### src/rtl/gpio_sc_pkg.sv
package gpio_sc_pkg;
  // Word indices of the register slots (order is part of the bus map)
  localparam logic [2:0] IDX_LEVEL = 3'd0;
  localparam logic [2:0] IDX_RAISE = 3'd1;
  localparam logic [2:0] IDX_LOWER = 3'd2;
  localparam logic [2:0] IDX_DRIVE = 3'd3;
  localparam logic [2:0] IDX_SENSE = 3'd4;
  localparam int unsigned SLOT_BITS = 3;
endpackage

### src/rtl/gpio_sc_sync.sv
module gpio_sc_sync #(
  parameter int unsigned W      = 16,
  parameter int unsigned STAGES = 2
) (
  input  logic         clk,
  input  logic         rst,
  input  logic [W-1:0] async_in,
  output logic [W-1:0] sync_out
);
  logic [W-1:0] chain [STAGES];

  always_ff @(posedge clk) begin
    if (rst) chain[0] <= '0;
    else     chain[0] <= async_in;
  end

  for (genvar s = 1; s < STAGES; s++) begin : g_stage
    always_ff @(posedge clk) begin
      if (rst) chain[s] <= '0;
      else     chain[s] <= chain[s-1];
    end
  end

  assign sync_out = chain[STAGES-1];
endmodule

### src/rtl/gpio_sc_lane_order.sv
module gpio_sc_lane_order #(
  parameter int unsigned W   = 16,
  parameter bit          BIG = 1'b0
) (
  input  logic [W-1:0] a,
  output logic [W-1:0] y
);
  localparam int unsigned NB = W / 8;

  if (BIG) begin : g_swap
    for (genvar b = 0; b < NB; b++) begin : g_byte
      assign y[8*b +: 8] = a[8*(NB-1-b) +: 8];
    end
  end else begin : g_pass
    assign y = a;
  end
endmodule

### src/rtl/gpio_sc_regs.sv
module gpio_sc_regs
  import gpio_sc_pkg::*;
#(
  parameter int unsigned W          = 16,
  parameter bit          HAS_SET    = 1'b1,
  parameter bit          HAS_CLR    = 1'b1,
  parameter bit          HAS_DIROUT = 1'b1,
  parameter bit          HAS_DIRIN  = 1'b1,
  parameter bit          INPUT_ONLY = 1'b0
) (
  input  logic                 clk,
  input  logic                 rst,
  input  logic                 wr_en,
  input  logic [SLOT_BITS-1:0] wr_idx,
  input  logic [W-1:0]         wr_word,
  output logic [W-1:0]         out_q,
  output logic [W-1:0]         dir_q
);
  localparam bit ANY_DIR = HAS_DIROUT || HAS_DIRIN;
  localparam logic [W-1:0] DIR_RESET = (INPUT_ONLY || ANY_DIR) ? '0 : '1;
  localparam bit DRIVES = !INPUT_ONLY;

  logic hit_level, hit_raise, hit_lower, hit_drive, hit_sense;

  always_comb begin
    hit_level = wr_en && (wr_idx == IDX_LEVEL) && !HAS_SET;
    hit_raise = wr_en && (wr_idx == IDX_RAISE) && HAS_SET;
    hit_lower = wr_en && (wr_idx == IDX_LOWER) && HAS_CLR;
    hit_drive = wr_en && (wr_idx == IDX_DRIVE) && HAS_DIROUT;
    hit_sense = wr_en && (wr_idx == IDX_SENSE) && HAS_DIRIN;
  end

  // Output value: slots that exist share the duties of the ones left out
  always_ff @(posedge clk) begin
    if (rst) begin
      out_q <= '0;
    end else if (DRIVES) begin
      if (hit_level)      out_q <= wr_word;
      else if (hit_raise) out_q <= HAS_CLR ? (out_q | wr_word) : wr_word;
      else if (hit_lower) out_q <= out_q & ~wr_word;
    end
  end

  // Direction: one state, two views of opposite polarity
  always_ff @(posedge clk) begin
    if (rst) begin
      dir_q <= DIR_RESET;
    end else if (DRIVES) begin
      if (hit_drive)      dir_q <= wr_word;
      else if (hit_sense) dir_q <= ~wr_word;
    end
  end

  a_r13_idle_holds: assert property (@(posedge clk) disable iff (rst)
    !wr_en |=> ($stable(out_q) && $stable(dir_q)));

  a_r3_raise_keeps: assert property (@(posedge clk) disable iff (rst)
    (wr_en && wr_idx == IDX_RAISE && HAS_SET && HAS_CLR && DRIVES)
    |=> (((out_q & $past(out_q)) == $past(out_q)) &&
         ((out_q & $past(wr_word)) == $past(wr_word))));

  a_r4_lower_clears: assert property (@(posedge clk) disable iff (rst)
    (wr_en && wr_idx == IDX_LOWER && HAS_CLR && DRIVES)
    |=> ((out_q & $past(wr_word)) == '0));

  a_r8_sense_inverts: assert property (@(posedge clk) disable iff (rst)
    (wr_en && wr_idx == IDX_SENSE && HAS_DIRIN && DRIVES)
    |=> (dir_q == ~$past(wr_word)));

  a_r10_input_only_quiet: assert property (@(posedge clk) disable iff (rst)
    !DRIVES |-> (out_q == '0 && dir_q == '0));
endmodule

### src/rtl/gpio_sc_readback.sv
module gpio_sc_readback
  import gpio_sc_pkg::*;
#(
  parameter int unsigned W          = 16,
  parameter bit          HAS_SET    = 1'b1,
  parameter bit          HAS_CLR    = 1'b1,
  parameter bit          HAS_DIROUT = 1'b1,
  parameter bit          HAS_DIRIN  = 1'b1
) (
  input  logic                 clk,
  input  logic                 rst,
  input  logic                 rd_en,
  input  logic                 rd_in_window,
  input  logic [SLOT_BITS-1:0] rd_idx,
  input  logic [W-1:0]         out_q,
  input  logic [W-1:0]         dir_q,
  input  logic [W-1:0]         level_in,
  output logic [W-1:0]         rdata_q
);
  logic [W-1:0] pick;

  always_comb begin
    pick = '0;
    if (rd_in_window) begin
      unique case (rd_idx)
        IDX_LEVEL: pick = (dir_q & out_q) | (~dir_q & level_in);
        IDX_RAISE: pick = HAS_SET    ? out_q  : '0;
        IDX_LOWER: pick = HAS_CLR    ? out_q  : '0;
        IDX_DRIVE: pick = HAS_DIROUT ? dir_q  : '0;
        IDX_SENSE: pick = HAS_DIRIN  ? ~dir_q : '0;
        default:   pick = '0;
      endcase
    end
  end

  always_ff @(posedge clk) begin
    if (rst)        rdata_q <= '0;
    else if (rd_en) rdata_q <= pick;
  end

  a_r13_read_holds: assert property (@(posedge clk) disable iff (rst)
    !rd_en |=> $stable(rdata_q));
endmodule

### src/rtl/gpio_setclr_port.sv
module gpio_setclr_port
  import gpio_sc_pkg::*;
#(
  parameter int unsigned LINES      = 16,
  parameter int unsigned ADDR_W     = 3,
  parameter int unsigned SYNC_DEPTH = 2,
  parameter bit          HAS_SET    = 1'b1,
  parameter bit          HAS_CLR    = 1'b1,
  parameter bit          HAS_DIROUT = 1'b1,
  parameter bit          HAS_DIRIN  = 1'b1,
  parameter bit          INPUT_ONLY = 1'b0,
  parameter bit          BIG_ENDIAN = 1'b0
) (
  input  logic              clk,
  input  logic              rst,
  input  logic              bus_sel,
  input  logic              bus_wr,
  input  logic [ADDR_W-1:0] bus_addr,
  input  logic [LINES-1:0]  bus_wdata,
  output logic [LINES-1:0]  bus_rdata,
  input  logic [LINES-1:0]  pad_in,
  output logic [LINES-1:0]  pad_out,
  output logic [LINES-1:0]  pad_oe
);
  localparam logic [7:0] PRESENT = {3'b000, HAS_DIRIN, HAS_DIROUT, HAS_CLR, HAS_SET, 1'b1};

  logic                 wr_en, rd_en, in_window;
  logic [SLOT_BITS-1:0] idx;
  logic [LINES-1:0]     wr_native, rd_native, level_sync, out_q, dir_q;

  always_comb begin
    idx       = bus_addr[SLOT_BITS-1:0];
    in_window = (bus_addr >> SLOT_BITS) == '0;
    wr_en     = bus_sel && bus_wr && in_window;
    rd_en     = bus_sel && !bus_wr;
  end

  gpio_sc_lane_order #(.W(LINES), .BIG(BIG_ENDIAN)) u_wr_order (
    .a(bus_wdata), .y(wr_native));

  gpio_sc_sync #(.W(LINES), .STAGES(SYNC_DEPTH)) u_sync (
    .clk(clk), .rst(rst), .async_in(pad_in), .sync_out(level_sync));

  gpio_sc_regs #(
    .W(LINES), .HAS_SET(HAS_SET), .HAS_CLR(HAS_CLR),
    .HAS_DIROUT(HAS_DIROUT), .HAS_DIRIN(HAS_DIRIN), .INPUT_ONLY(INPUT_ONLY)
  ) u_regs (
    .clk(clk), .rst(rst), .wr_en(wr_en), .wr_idx(idx), .wr_word(wr_native),
    .out_q(out_q), .dir_q(dir_q));

  gpio_sc_readback #(
    .W(LINES), .HAS_SET(HAS_SET), .HAS_CLR(HAS_CLR),
    .HAS_DIROUT(HAS_DIROUT), .HAS_DIRIN(HAS_DIRIN)
  ) u_read (
    .clk(clk), .rst(rst), .rd_en(rd_en), .rd_in_window(in_window), .rd_idx(idx),
    .out_q(out_q), .dir_q(dir_q), .level_in(level_sync), .rdata_q(rd_native));

  gpio_sc_lane_order #(.W(LINES), .BIG(BIG_ENDIAN)) u_rd_order (
    .a(rd_native), .y(bus_rdata));

  assign pad_out = out_q;
  assign pad_oe  = dir_q;

  a_r12_absent_reads_zero: assert property (@(posedge clk) disable iff (rst)
    (rd_en && (!in_window || !PRESENT[idx])) |=> (bus_rdata == '0));

  a_r12_absent_write_ignored: assert property (@(posedge clk) disable iff (rst)
    (wr_en && !PRESENT[idx]) |=> ($stable(pad_out) && $stable(pad_oe)));

  a_r10_no_drive_pins: assert property (@(posedge clk) disable iff (rst)
    INPUT_ONLY |-> (pad_oe == '0 && pad_out == '0));
endmodule

### config.mk
export PLATFORM = sky130hd
export DESIGN_NAME = gpio_setclr_port
export DESIGN_NICKNAME = d
export VERILOG_FILES = /design/src/rtl/gpio_sc_pkg.sv /design/src/rtl/gpio_sc_sync.sv /design/src/rtl/gpio_sc_lane_order.sv /design/src/rtl/gpio_sc_regs.sv /design/src/rtl/gpio_sc_readback.sv /design/src/rtl/gpio_setclr_port.sv
export SDC_FILE = /design/constraint.sdc
export NUM_CORES = 1
export LEC_CHECK = 0
export BUFFER_PORTS_ARGS = -buffer_cell sky130_fd_sc_hd__buf_4
export CORE_UTILIZATION = 52
export CTS_CLUSTER_DIAMETER = 120
export DETAILED_ROUTE_END_ITERATION = 10
export MAX_ROUTING_LAYER = met4
export PLACE_DENSITY = 0.77
export REMOVE_ABC_BUFFERS = 1
export SKIP_CTS_REPAIR_TIMING = 1
export SLEW_MARGIN = 20
export SYNTH_ARGS = -nofsm -noshare
export SYNTH_HDL_FRONTEND = slang
export SYNTH_SLANG_ARGS = --single-unit
### constraint.sdc
create_clock -name clk -period 1.7 [get_ports clk]
set_input_delay 0.255 -clock clk [delete_from_list [all_inputs] [get_ports clk]]
set_output_delay 0.255 -clock clk [all_outputs]
set_load 0.02 [all_outputs]
Yosys cells after proc, flatten, opt, wreduce, memory -nomap -nowiden
Memories as Yosys holds them, arrays and structs flattened.
Index checks and enable logic that the tools add are counted.
W data, S select, Z words.
- register bits: 48
- RAM bits: 32
- input port bits: 39
- output and inout port bits: 48
- memories: 1
- equal/unequal tests: 4
- multiplexer cells: 10
- bitwise logic cells: 9
- reductions and logical operators: 11
- memory list (name ; words ; bits a word ; read ports ; clocked after memory_dff ; write ports ; RTL line ; text):
    u_sync.chain ; 2 ; 16 ; 2 ; 0 ; 2 ; gpio_sc_sync.sv:10 ; logic [W-1:0] chain [STAGES];
- operator list (operator ; count):
    $mux W16 ; 6
    $pmux W16 S4 ; 1
    $and A16 B16 Y16 ; 3
    $not A16 Y16 ; 2
    $or A16 B16 Y16 ; 2
    $eq A3 B2 Y1 const B ; 2
    $logic_and A1 B1 Y1 ; 6
    $reduce_bool A2 Y1 ; 2
    $eq A3 B1 Y1 const B ; 1
    $eq A3 B3 Y1 const B ; 1
    $logic_not A3 Y1 ; 1
    $mux W1 ; 3
    $or A1 B1 Y1 ; 2
    $reduce_or A2 Y1 ; 1
    $logic_not A1 Y1 ; 1

Depth between registers and ports, before layout
- word-level depth: 4
- mapped depth: 7
- gate-level depth less buffers: 4

Modules after synthesis
A second synthesis with hierarchy kept.
- cell total of the unflattened synthesis: 379
- area, all modules: 3898.7 µm²
- by module, submodules not included (module ; instances ; cells each ; area each (µm²) ; seq. area each (µm²)):
    gpio_sc_regs ; 1 ; 146 ; 1539.0 ; 640.6
    gpio_sc_readback ; 1 ; 131 ; 1236.2 ; 320.3
    gpio_sc_sync ; 1 ; 67 ; 863.3 ; 640.6
    gpio_sc_lane_order ; 2 ; 16 ; 120.1 ; 0.0
    gpio_setclr_port ; 1 ; 3 ; 20.0 ; 0.0

Worst setup path before layout
No wires, ideal clock.
- kind: in2reg
- start point: input port bus_addr[2]
- end point: register u_regs.dir_q[0]
- arrival time: 1.323 ns
- required time: 1.568 ns
- path slack: 0.245 ns
- cell stages on the path: 6
- path through: buf_4 or3b_4 a21o_1 buf_2 nand2_1 a21oi_1
- word-level cells in the longest chain between the ends: 3
- elaborated cells between the ends (all ways): 6
- those cells by class: eq/ne (2); mux (1); reduce/logical (3)
- RTL lines (what ; RTL line ; text):
    start: declaration ; gpio_setclr_port.sv:18 ; input logic [ADDR_W-1:0] bus_addr,
    $eq A3 B2 Y1 / $eq A3 B3 Y1 (equally long branches) ; gpio_sc_regs.sv:29, gpio_sc_regs.sv:30 ;
    $logic_and A1 B1 Y1 (on tied branches) ; gpio_sc_regs.sv:29, gpio_sc_regs.sv:30 ;
    $mux W16 / $reduce_bool A2 Y1 (equally long branches) ; - ;
    end signal: assignment ; gpio_sc_regs.sv:49 ; if (hit_drive) dir_q <= wr_word;
    end signal: assignment ; gpio_sc_regs.sv:50 ; else if (hit_sense) dir_q <= ~wr_word;
    end: declaration ; gpio_sc_regs.sv:17 ; output logic [W-1:0] dir_q
Parallel ways exist; a longest one is shown, timed or not.
A chain may end at the register's enable or synchronous reset.

Worst setup path in the final report
- start point: input port bus_addr[1]
- end point: register u_regs.dir_q[2]
Same word-level chain as after synthesis.

==> results.txt <==
Critical path data arrival time = 1570 ps
Gr usage total = 27.4%
Placed Area = 0.00411 mm²
Status = completed
Standby leakage power = 1.65 nW
Area contributors post-synth = dfxtp_1, a21oi_1, nor2b_1
Die area = 0.00674 mm²
Final worst path period share = 76.4%
Overflow after GRT = 0
Clock period minus final worst setup slack = 1300 ps
Power density cells = 882 mW/mm²
Clock transition at the register clock pins on the worst setup and hold paths after CTS = 80 ps
Fraction of the yosys area taken by sequential cells = 48.0%
Reg power frac = 51.8%
Master cell of the clock root buffer = clkbuf_8
Total number of vias = 2973
Cell Int Power = 2.86 mW
Total of buffers placed on input and output ports = 86
Asr flop ratio synth = 0%
Mapped Cells = 378
Final standard cell count with taps included and fillers excluded = 545
Crit path cell chain = buf_4, or3b_4, a21oi_4, nand2_1, a21oi_1
Top-Level Pins = 87
Headroom to the max-slew limit = 65.8%
Fraction of power spent switching nets = 24.6%
Number of vias per cell = 5.46
Power Total = 3.79 mW
Worst Tran Pin Value = 513 ps
CP Capture Type = flop
Cell with the most instances after synthesis = dfxtp_1
Most numerous cell types in the synthesized netlist = dfxtp_1, a21oi_1, nand2_1
Routed WL per cell = 15.4 µm
Antenna Violating Nets Remaining = 0
Maximum root-to-sink buffer count = 2
Global-route wire length before repair = 13400 µm
Placement row count = 28
Number of buffers and inverters on the critical path = 1
Initial drt markers = 232
Total count of max-transition violations in the final report = 0
Number of max-cap violations = 0
Cell family contributing the most delay on the critical path = compound AO/OA/AOI/OAI gates
Biggest area consumer among synthesized cells = dfxtp_1
Insertion delay of the later-clocked pin in the worst-skew pair = 350 ps
Sinks on the clock net = 80
Class of the most critical hold timing path = input pin to flop
Logic pwr share = 12.5%
Smallest hold slack = 107 ps
Core ar. = 0.00606 mm²
Number of nets in the final layout = 505
Core utilization of the finished layout = 70.9%
Clock share of power = 35.7%
Setup repair after global routing missed its margin = no
Setup Viol. Count Final = 0
Clk_skew = 10.6 ps
# H-tree levels = 3
Ys flop type = dfxtp_1
Critical Path Slowest Stage Cell = or3b_4
Number of flops mapped to enable cells by yosys = 0
Crit Path Class = input pin to flop
Cell Count Post-Placement = 530
Endpoints failing hold = 0
Count of distinct cell types in the synthesized netlist = 23
Starting density of the core = 55.1%
Final wirelength = 8380 µm
Worst supply voltage drop on vdd = 666 µV
Net switching component of the power = 934 µW
TritonCTS clock tree = built
Final instance area = 0.00430 mm²
Max Clock Freq = 0.770 GHz
Kind of launch point of the worst setup path = input pin
Final worst slack = 402 ps
Crit path largest cell delay = 440 ps
Last weighted congestion value of the routability-driven placer = 0.813
Final antenna diode count = 0
Proportion of netlist area held by the largest area contributor = 48.0%
Die width = 82.1 µm
Area growth from synthesis to layout = 28.8%
DRC Markers = 0
Pin count of the biggest net entering global routing = 32
Length of the first detailed-routing pass in iterations = 4
Post-placement setup slack = 51.3 ps
FILL cells = 484
Number of storage elements in the synthesis netlist = 80
HPWL after detailed placement = 5870 µm
Number of CTS-inserted buffers = 9
Average cell area after synthesis = 8.83 µm²
Critical path peak fanout = 16
Antenna violations before repair = 0
Final total negative setup slack = 0 ps
WP data required = 1970 ps
Mapped cell area = 0.00334 mm²
Die height = 82.1 µm
Fraction of layout cells with a size suffix above 1 = 27.0%
Vias in the first global route = 2760
Number of warning messages in the yosys log = 0
[metal layers]
metal | vias up | track usage [%] | wire [µm] | share of wire, %
met3 | 10 | 6.37 | 603 | 7.2
met2 | 108 | 42.9 | 3890 | 46
met1 | 1381 | 35.4 | 3780 | 45
li1 | 1474 | - | - | -
met4 | 0 | 7.89 | 114 | 1.4
met5 | - | - | 0 | 0
[path summary, 6_finish.rpt]
check | start | endpoint | slack, ps | depth (start not counted)
worst min-delay path | bus_wdata[1] | flop | 110 | 2
worst max-delay path | bus_addr[1] | u_regs.dir_q[2] | 400 | 5
worst min register to register | u_sync.chain[0][14] | u_sync.chain[1][14] | 430 | 1
worst max register to register | u_regs.dir_q[1] | u_read.rdata_q[1] | 680 | 3
[cell families after synthesis]
| kind of cell | share of synthesized area [%] |
|---|---|
| and+or+nand+nor | 21.8 |
| DFF | 48.0 |
| AOI/OAI and AO/OA | 21.0 |
| xor gates and xnor gates | 4.46 |
| buffers and inverters | 4.76 |
[layout by cell type, fill, tap and decap left out, types with 2 or more instances in the layout]
cell type / synthesis / final
nand2_1: 49 / 49
nor2_1: 16 / 16
a21oi_1: 64 / 64
clkbuf_8: 0 / 10
a21oi_4: 2 / 2
xor2_1: 16 / 16
o32ai_1: 16 / 16
buf_4: 5 / 107
nor2b_1: 32 / 32
o21ai_0: 16 / 16
nand2b_1: 17 / 17
nor3b_1: 16 / 16
dfxtp_1: 80 / 80
a211oi_1: 16 / 16
clkbuf_1: 17 / 2
[power groups by stage]
stage | Clock (mW) | Combinational (mW) | Sequential (mW)
6_report | 1.35 | 0.474 | 1.96
5_1_grt | 1.47 | 0.513 | 1.97
4_1_cts | 1.37 | 0.475 | 1.96
3_5_place_dp | 0 | 0.472 | 2.01
3_3_place_gp | 0 | 0.460 | 2.01
2_1_floorplan | 0 | 0.170 | 2.03
[final cells by class]
class | instances | area (µm²) | area share [%]
flip-flops and latches | 80 | 1600 | 37.3
clock inverters | 3 | 42.5 | 0.990
clock buffers | 12 | 145 | 3.38
well taps | 75 | 93.8 | 2.18
multi-input cells | 267 | 1590 | 37.0
repair buffers | 108 | 823 | 19.2
No activity file was read; power rests on OpenSTA's default activity.
